## src/rtl/ffp_pkg.sv

```systemverilog
package ffp_pkg;
  localparam int unsigned FRAME_W   = 9;
  localparam int unsigned Q_DEPTH   = 8;
  localparam int unsigned LEVEL_W   = 3;

  typedef struct packed {
    logic full;
    logic half;
    logic empty;
  } occ_flags_t;
endpackage

```

## src/rtl/ffp_queue.sv

```systemverilog
module ffp_queue #(
  parameter int unsigned WIDTH = 9,
  parameter int unsigned DEPTH = 8,
  localparam int unsigned PTR_W = (DEPTH > 1) ? $clog2(DEPTH) : 1,
  localparam int unsigned CNT_W = $clog2(DEPTH + 1)
) (
  input  logic             clk,
  input  logic             rst_n,
  input  logic             flush,
  input  logic             push,
  input  logic [WIDTH-1:0] wdata,
  input  logic             pop,
  output logic [WIDTH-1:0] rdata,
  output logic [CNT_W-1:0] count
);
  localparam logic [PTR_W-1:0] PTR_LAST = PTR_W'(DEPTH - 1);
  localparam logic [CNT_W-1:0] CNT_MAX  = CNT_W'(DEPTH);

  logic [WIDTH-1:0] mem [DEPTH];
  logic [PTR_W-1:0] wr_q, wr_d, rd_q, rd_d;
  logic [CNT_W-1:0] cnt_q, cnt_d;
  logic [WIDTH-1:0] rdata_q, rdata_d;
  logic             push_ok, pop_ok, rdata_en;
  logic [DEPTH-1:0] wr_en;

  assign push_ok  = push && (cnt_q != CNT_MAX) && !flush;
  assign pop_ok   = pop && (cnt_q != '0) && !flush;
  assign rdata_en = flush || pop;

  always_comb begin
    wr_d    = wr_q;
    rd_d    = rd_q;
    cnt_d   = cnt_q;
    rdata_d = rdata_q;
    if (flush) begin
      wr_d    = '0;
      rd_d    = '0;
      cnt_d   = '0;
      rdata_d = '0;
    end else begin
      if (push_ok) wr_d = (wr_q == PTR_LAST) ? '0 : wr_q + 1'b1;
      if (pop_ok) begin
        rd_d    = (rd_q == PTR_LAST) ? '0 : rd_q + 1'b1;
        rdata_d = mem[rd_q];
      end else if (pop) begin
        rdata_d = '0;
      end
      cnt_d = cnt_q + CNT_W'(push_ok) - CNT_W'(pop_ok);
    end
  end

  always_ff @(posedge clk or negedge rst_n) begin
    if (!rst_n) begin
      wr_q  <= '0;
      rd_q  <= '0;
      cnt_q <= '0;
    end else begin
      wr_q  <= wr_d;
      rd_q  <= rd_d;
      cnt_q <= cnt_d;
    end
  end

  always_ff @(posedge clk or negedge rst_n) begin
    if (!rst_n)        rdata_q <= '0;
    else if (rdata_en) rdata_q <= rdata_d;
  end

  for (genvar i = 0; i < DEPTH; i++) begin : g_slot
    assign wr_en[i] = push_ok && (wr_q == PTR_W'(i));
    always_ff @(posedge clk) begin
      if (wr_en[i]) mem[i] <= wdata;
    end
  end

  assign rdata = rdata_q;
  assign count = cnt_q;
endmodule

```

## src/rtl/ffp_occ.sv

```systemverilog
module ffp_occ
  import ffp_pkg::*;
#(
  parameter int unsigned DEPTH   = 8,
  parameter int unsigned LEVEL_W = 3,
  localparam int unsigned CNT_W  = $clog2(DEPTH + 1)
) (
  input  logic [CNT_W-1:0]   count,
  output logic [LEVEL_W-1:0] level,
  output occ_flags_t         flags
);
  localparam logic [CNT_W-1:0] CNT_MAX  = CNT_W'(DEPTH);
  localparam logic [CNT_W-1:0] CNT_HALF = CNT_W'(DEPTH / 2);

  // the field keeps only the low bits, so a full queue wraps to zero
  assign level       = count[LEVEL_W-1:0];
  assign flags.full  = (count == CNT_MAX);
  assign flags.half  = (count >= CNT_HALF);
  assign flags.empty = (count == '0);
endmodule

```

## src/rtl/frame_fifo_pair.sv

```systemverilog
module frame_fifo_pair
  import ffp_pkg::*;
#(
  parameter int unsigned WIDTH   = FRAME_W,
  parameter int unsigned DEPTH   = Q_DEPTH,
  parameter int unsigned LVL_W   = LEVEL_W,
  localparam int unsigned CNT_W  = $clog2(DEPTH + 1)
) (
  input  logic             clk,
  input  logic             rst_n,
  input  logic             soft_rst,
  input  logic             tx_push,
  input  logic [WIDTH-1:0] tx_wdata,
  input  logic             tx_pop,
  output logic [WIDTH-1:0] tx_rdata,
  output logic [LVL_W-1:0] tx_level,
  output logic             tx_full,
  output logic             tx_half,
  input  logic             rx_push,
  input  logic [WIDTH-1:0] rx_wdata,
  input  logic             rx_pop,
  output logic [WIDTH-1:0] rx_rdata,
  output logic [LVL_W-1:0] rx_level,
  output logic             rx_full,
  output logic             rx_half,
  output logic             busy_err
);
  logic [CNT_W-1:0] tx_cnt, rx_cnt;
  occ_flags_t       tx_flg, rx_flg;
  logic             busy_q, busy_d;

  ffp_queue #(.WIDTH(WIDTH), .DEPTH(DEPTH)) u_txq (
    .clk(clk), .rst_n(rst_n), .flush(soft_rst),
    .push(tx_push), .wdata(tx_wdata), .pop(tx_pop),
    .rdata(tx_rdata), .count(tx_cnt)
  );

  ffp_queue #(.WIDTH(WIDTH), .DEPTH(DEPTH)) u_rxq (
    .clk(clk), .rst_n(rst_n), .flush(soft_rst),
    .push(rx_push), .wdata(rx_wdata), .pop(rx_pop),
    .rdata(rx_rdata), .count(rx_cnt)
  );

  ffp_occ #(.DEPTH(DEPTH), .LEVEL_W(LVL_W)) u_txocc (
    .count(tx_cnt), .level(tx_level), .flags(tx_flg)
  );

  ffp_occ #(.DEPTH(DEPTH), .LEVEL_W(LVL_W)) u_rxocc (
    .count(rx_cnt), .level(rx_level), .flags(rx_flg)
  );

  always_comb begin
    busy_d = busy_q;
    if (soft_rst) busy_d = !rx_flg.empty;
  end

  always_ff @(posedge clk or negedge rst_n) begin
    if (!rst_n) busy_q <= 1'b0;
    else        busy_q <= busy_d;
  end

  assign tx_full  = tx_flg.full;
  assign tx_half  = tx_flg.half;
  assign rx_full  = rx_flg.full;
  assign rx_half  = rx_flg.half;
  assign busy_err = busy_q;
endmodule

```

## config.mk

```make
export PLATFORM = sky130hd
export DESIGN_NAME = frame_fifo_pair
export DESIGN_NICKNAME = d
export VERILOG_FILES = /design/src/rtl/ffp_pkg.sv /design/src/rtl/ffp_queue.sv /design/src/rtl/ffp_occ.sv /design/src/rtl/frame_fifo_pair.sv
export SDC_FILE = /design/constraint.sdc
export NUM_CORES = 1
export LEC_CHECK = 0
export ABC_AREA = 0
export BUFFER_PORTS_ARGS = -buffer_cell sky130_fd_sc_hd__buf_4
export CORE_MARGIN = 2
export CORE_UTILIZATION = 35
export CTS_BUF_LIST = sky130_fd_sc_hd__clkbuf_4 sky130_fd_sc_hd__clkbuf_8
export CTS_CLUSTER_SIZE = 28
export DETAILED_ROUTE_END_ITERATION = 10
export PLACE_DENSITY = 0.58
export SLEW_MARGIN = 0
export SYNTH_ARGS = -nofsm -noshare
export SYNTH_HDL_FRONTEND = slang
export SYNTH_SLANG_ARGS = --single-unit
```

## constraint.sdc

```tcl
create_clock -name clk -period 2.8 [get_ports clk]
set_input_delay 0.28 -clock clk [delete_from_list [all_inputs] [get_ports clk]]
set_output_delay 0.28 -clock clk [all_outputs]
set_load 0.01 [all_outputs]
```

# Yosys cells after proc, flatten, opt, wreduce, memory -nomap -nowiden
# Memory sizes are Yosys's and may differ from the RTL's.
# Index checks and enable logic that the tools add are counted.
[totals]
register_bits = 39
latch_bits = 0
ramBits = 144
mem_bits_ro = 0
word_cells = 190
mem_count = 2
[memory_table]
columns = ["name", "depth", "word_bits", "rd", "rd_clocked_by_memory_dff", "wr", "line_no", "source"]
rows = [
  ["u_rxq.mem", 8, 9, 1, 0, 1, "ffp_queue.sv:19", "logic [WIDTH-1:0] mem [DEPTH];"],
  ["u_txq.mem", 8, 9, 1, 0, 1, "ffp_queue.sv:19", ""],
]
[classes]
n_addsub = 8
n_mul = 0
div_mod_pow = 0
magnitude_cmp = 2
eq_ne = 20
n_shift = 0
n_mux = 94
bitwise = 0
n_reduce_logical = 55
[ops]
columns = ["operator", "n"]
rows = [
  ["two-way mux 9 bit", 20],
  ["OR reduction 9 bit", 14],
  ["two-way mux 3 bit", 26],
  ["two-way mux 1 bit", 46],
  ["== test 3 bit (second input constant)", 10],
  ["logical AND 1 bit", 24],
  ["adder 3 x 1 -> 3 bit (second input constant)", 4],
  ["== test 3 x 2 -> 1 bit (second input constant)", 4],
  ["adder 4 x 1 -> 4 bit", 2],
  ["== test 4 bit (second input constant)", 2],
  [">= comparator 4 x 3 -> 1 bit (second input constant)", 2],
  ["two-way mux 4 bit", 2],
  ["!= test 4 bit (second input constant)", 2],
  ["nonzero test 2 bit", 4],
  ["nonzero test 4 bit", 2],
  ["subtractor 4 x 1 -> 4 bit", 2],
  ["== test 3 x 1 -> 1 bit (second input constant)", 2],
  ["logical NOT 3 bit", 2],
  ["nonzero test 3 bit", 2],
  ["logical NOT 4 bit", 1],
  ["AND reduction 2 bit", 2],
  ["logical NOT 1 bit", 2],
  ["logical OR 1 bit", 2],
]

# Logic depth before layout (Yosys ltp)
[depth]
depth_word = 14
depth_mapped = 14

# Modules after synthesis
# Synthesis repeated with hierarchy kept, for this count alone.
[hier_totals]
hier_cells = 484
hier_area_um2 = 7797.5
[modules_own_cells]
columns = ["module", "instances", "cells_per_inst", "area_per_inst_um2", "seq_area_each_um2"]
rows = [
  ["ffp_queue at u_rxq", 1, 237, 3857.4, 2637.5],
  ["ffp_queue at u_txq", 1, 232, 3788.6, 2637.5],
  ["ffp_occ", 2, 6, 56.3, 0.0],
  ["frame_fifo_pair", 1, 3, 38.8, 25.0],
]

# Worst setup path after synthesis
# No wires, ideal clock.
[synth_path]
path_type = "register -> register"
from = "reg u_rxq.cnt_q[2], in the netlist u_rxq.count[2]"
to = "reg u_rxq.cnt_q[2], in the netlist u_rxq.count[2]"
setup_ns = 0.132
t_arrival_ns = 2.405
required_ns = 2.668
slack_ns = 0.263
path_stages_with_launch = 14
n_path_buf = 1
path_cell_list = "dfrtp_1 inv_1 ha_1 inv_1 o31ai_2 or2_0 buf_4 inv_1 ha_1 inv_1 ha_1 fa_1 xnor2_1 nor2_1"
[synth_between]
elab_chain_cells = 6
[synth_rtl]
columns = ["item", "line_no", "source"]
rows = [
  ["start: declaration", "ffp_queue.sv:21", "logic [CNT_W-1:0] cnt_q, cnt_d;"],
  ["start signal: assignment", "ffp_queue.sv:60", "cnt_q <= cnt_d;"],
  ["!= test 4 bit", "ffp_queue.sv:26", "assign push_ok = push && (cnt_q != CNT_MAX) && !flush;"],
  ["logical AND 1 bit (2 in series)", "ffp_queue.sv:26", ""],
  ["adder 4 x 1 -> 4 bit", "ffp_queue.sv:48", "cnt_d = cnt_q + CNT_W'(push_ok) - CNT_W'(pop_ok);"],
  ["subtractor 4 x 1 -> 4 bit *", "ffp_queue.sv:48", ""],
  ["two-way mux 4 bit *", "ffp_queue.sv:35", "if (flush) begin"],
  ["via u_rxq.cnt_d[2]", "ffp_queue.sv:21", ""],
]
# Mark *: on every way through the listed nets, which the timed path passes. The rest lies on a longest branch.
# A chain may end at the register's enable or synchronous reset.

# Worst setup path in the final report
[layout_path]
from = "reg u_txq.cnt_q[2], in the netlist u_txq.count[2]"
to = "reg u_txq.cnt_q[2], in the netlist u_txq.count[2]"
[layout_between]
elab_chain_cells = 6
[layout_rtl]
columns = ["item", "line_no"]
rows = [
  ["start: declaration", "ffp_queue.sv:21"],
  ["start signal: assignment", "ffp_queue.sv:60"],
  ["!= test 4 bit", "ffp_queue.sv:26"],
  ["logical AND 1 bit (2 in series)", "ffp_queue.sv:26"],
  ["adder 4 x 1 -> 4 bit", "ffp_queue.sv:48"],
  ["subtractor 4 x 1 -> 4 bit *", "ffp_queue.sv:48"],
  ["two-way mux 4 bit *", "ffp_queue.sv:35"],
  ["via u_txq.cnt_d[2]", "ffp_queue.sv:21"],
]
# Marked as above.

==> reports/results.ini <==
[timing]
drv_slew = 0
clock.fmax_mhz = 401.3
setup_ws_ns = 0.3081
relSlewSlack_pct = 36.35
worstMarginPinSlew_ns = 0.9512
setup_viol = 0
hold_viol = 0
fin_crit_sh_pct = 89.00
clock_skew_ns = 0.01247
setup_tns_ns = 0
period_needed_ns = 2.492
rsz0062_at_grt = false

[floorplan]
num_rows = 54
ioPinCount = 54
start_util_pct = 35.34
chipHeight_um = 152.0
fp.coreArea_mm2 = 0.02169
fp.dieArea_mm2 = 0.02309
die_w_um = 152.0

[critical_path]
start_kind = flop
critPathKind = flop to flop
worstPathMaxFanout = 4
critPathRequiredTime_ns = 3.14
worst-r2r-cell-count = 11
critPathArrivalTime_ns = 2.83
critPathCaptureType = flop

[grt]
grt_usage_pct = 13.53
grt_pass1_vias = 4419
grt-ovfl-total = 0
use_met2_pct = 24.95
grt_first_pass_wirelength_mm = 23.84
use_met1_pct = 15.05
busiest_layer = met2
antenna_found_initial = 0
met3_usage_pct = 4.079
grt_max_degree = 40

[drt]
dr.pass1.iters = 7
drtIter0Drc = 221
vias = 4008
post_drt_wl_per_cell_um = 18.13
routed_wl_mm = 14.81
drc_errors = 0
routed_via_density = 4.906
ant_nets = 0

[yosys]
synth_area_mm2 = 0.007664
yosys.cell_types.count = 39
postSynthAreaPerCell_um2 = 16.38
synth_seq_cells = 183
async_flop_share_pct = 21.31
dominantRegCellSynth = edfxtp_1
syn_inst = 468
ys_seq_area_share_pct = 69.16
syn_nets = 523
synth_edf_count = 144
ys_warn_count = 0

[clocking]
clock_path_buffers = 2
cts-buffers-inserted = 17
clkSinkCount = 183
clkLatencyLatePin_ns = 0.45
cts_tree = yes
clk_pin_slew_ns = 0.10
cts.repair.resized = 0
cts_setup_buffers = 0
htreeDepth = 4
cts_hold_buf = 1
cts-root-buf = clkbuf_8

[placed_design]
dp_slack_ns = 0.3030
dp_hpwl_mm = 9.841
portBuffers = 53
gp_congestion = 0.7137

[cells_and_area]
fin_nets = 579
fill_cells = 1990
drive_gt1_share_pct = 28.12
area_delta_synth_final_pct = 13.03
diodes = 0

[pwr]
vdd_drop_max_mv = 0.3873
leakagePower_nw = 3.198
pwr_density_cell_mw_per_mm2 = 745.2
power.total_mw = 6.455

[hold_path]
hold_depth = 1
hold_class = input pin to flop

[run_status]
outcome = complete, no violations

[job]
cap_violations = 0

-- layout make-up --
type | instances | area, µm² | area share (%)
clock buffers | 17 | 234.0 | 2.701
clock inverters | 15 | 110.1 | 1.271
repair buffers | 59 | 470.5 | 5.431
inverters | 23 | 86.33 | 0.9967
flip-flops and latches | 183 | 5300 | 61.19
multi-input cells | 240 | 2111 | 24.37
well taps | 280 | 350.3 | 4.044
-- critical path: stages, from the launching register on --
cell      delay, ns
dfrtp_1        0.39
inv_1          0.11
ha_1           0.17
or3b_1         0.41
nand3b_1       0.13
inv_1          0.05
ha_1           0.26
inv_1          0.04
ha_1           0.21
fa_1           0.39
xnor2_1        0.16
nor2_1         0.06
-- synth_stat cells, types with 2 or more instances --
library cell	instances	area share (%)
edfxtp_1	144	56
dfrtp_1	39	13
mux2_2	36	5.3
nand2_1	29	1.4
nor2_1	29	1.4
ha_1	28	4.6
inv_1	23	1.1
mux4_2	18	5.3
o22ai_1	18	1.5
o31ai_1	16	1.6
and3_1	12	0.98
a21oi_1	10	0.65
buf_4	9	0.88
buf_2	5	0.33
nor2b_1	5	0.41
and2_1	4	0.33
nand2b_1	4	0.33
or3_1	4	0.33
xnor2_1	4	0.46
nor3b_2	3	0.49
o31ai_2	3	0.49
a211oi_1	2	0.20
a21o_1	2	0.20
buf_1	2	0.098
buf_6	2	0.29
fa_1	2	0.52
mux2i_1	2	0.26
nand3b_1	2	0.20
-- cell families after synthesis --
logic type                 after synthesis  synth area share, %
adders and majority gates               30                5.094
AOI/OAI and AO/OA                       52                4.686
muxes                                   56                10.84
buffers and inverters                   45                3.298
xor gates and xnor gates                 4               0.4571
DFF                                    183                69.16
and+or+nand+nor                         98                6.465
-- flip-flops by register name, indices dropped and copies added, names as in the netlist --
name	cells
u_rxq.wr_q	3
u_txq.wr_q	3
u_rxq.rd_q	3
busy_err	1
u_txq.count	4
u_rxq.rdata	9
u_txq.mem	72
u_rxq.mem	72
u_txq.rdata	9
u_rxq.count	4
u_txq.rd_q	3
-- per-layer routing --
layer	share of wire, %	vias up
met1	41	2056
met2	54	64
met3	3.6	18
met5	0	-
li1	-	1870
met4	1.4	0
-- power breakdown --
group	internal [mW]	total, mW	leakage (nW)	switching, mW
clock	0.612	1.54	0.165	0.925
sequential	3.15	3.33	1.82	0.181
combinational	0.824	1.59	1.21	0.766
total	4.58	6.45	3.20	1.87
-- through the flow --
| step | cells | utilization (%) | cell area [µm²] | hold WS, ns |
|---|---|---|---|---|
| after floorplan | 468 | - | 7664 | -0.01559 |
| after global placement | 784 | 38.31 | 8308 | 0.3233 |
| after detailed placement | 784 | 38.31 | 8308 | 0.3338 |
| after CTS | 817 | 39.94 | 8662 | 0.02583 |
| after global routing | 817 | 39.94 | 8662 | 0.02242 |
| final | 817 | 39.94 | 8662 | 0.06027 |
-- placed cells by master (no fill, tap or decap), drive strengths merged, types with 3 or more instances in the layout --
| master | n |
|---|---|
| clkbuf | 17 |
| and2 | 4 |
| clkinvlp | 4 |
| nor3b | 3 |
| mux2 | 36 |
| nand2 | 29 |
| or3 | 4 |
| xnor2 | 4 |
| o31ai | 19 |
| nand2b | 4 |
| and3 | 12 |
| buf | 58 |
| edfxtp | 144 |
| nor2b | 5 |
| clkinv | 11 |
| nor2 | 30 |
| dfrtp | 39 |
| inv | 23 |
| ha | 28 |
| mux4 | 18 |
| a21oi | 10 |
| o22ai | 18 |
-- worst paths after layout --
kind,from,end,slack (ns)
hold reg to reg,u_txq.rdata[3]$_DFFE_PN0P_,u_txq.rdata[3]$_DFFE_PN0P_,0.49
max in group asynchronous,rst_n,u_rxq.rdata[0]$_DFFE_PN0P_,2.03
setup reg to reg,u_txq.count[2]$_DFF_PN0_,u_txq.count[2]$_DFF_PN0_,0.31
hold / removal,rx_wdata[2],u_rxq.mem[0][2]$_DFFE_PP_,0.06
setup / recovery,u_txq.count[2]$_DFF_PN0_,u_txq.count[2]$_DFF_PN0_,0.31
min in group asynchronous,rst_n,u_txq.rdata[8]$_DFFE_PN0P_,0.36
Power figures use the tool's default switching activity.
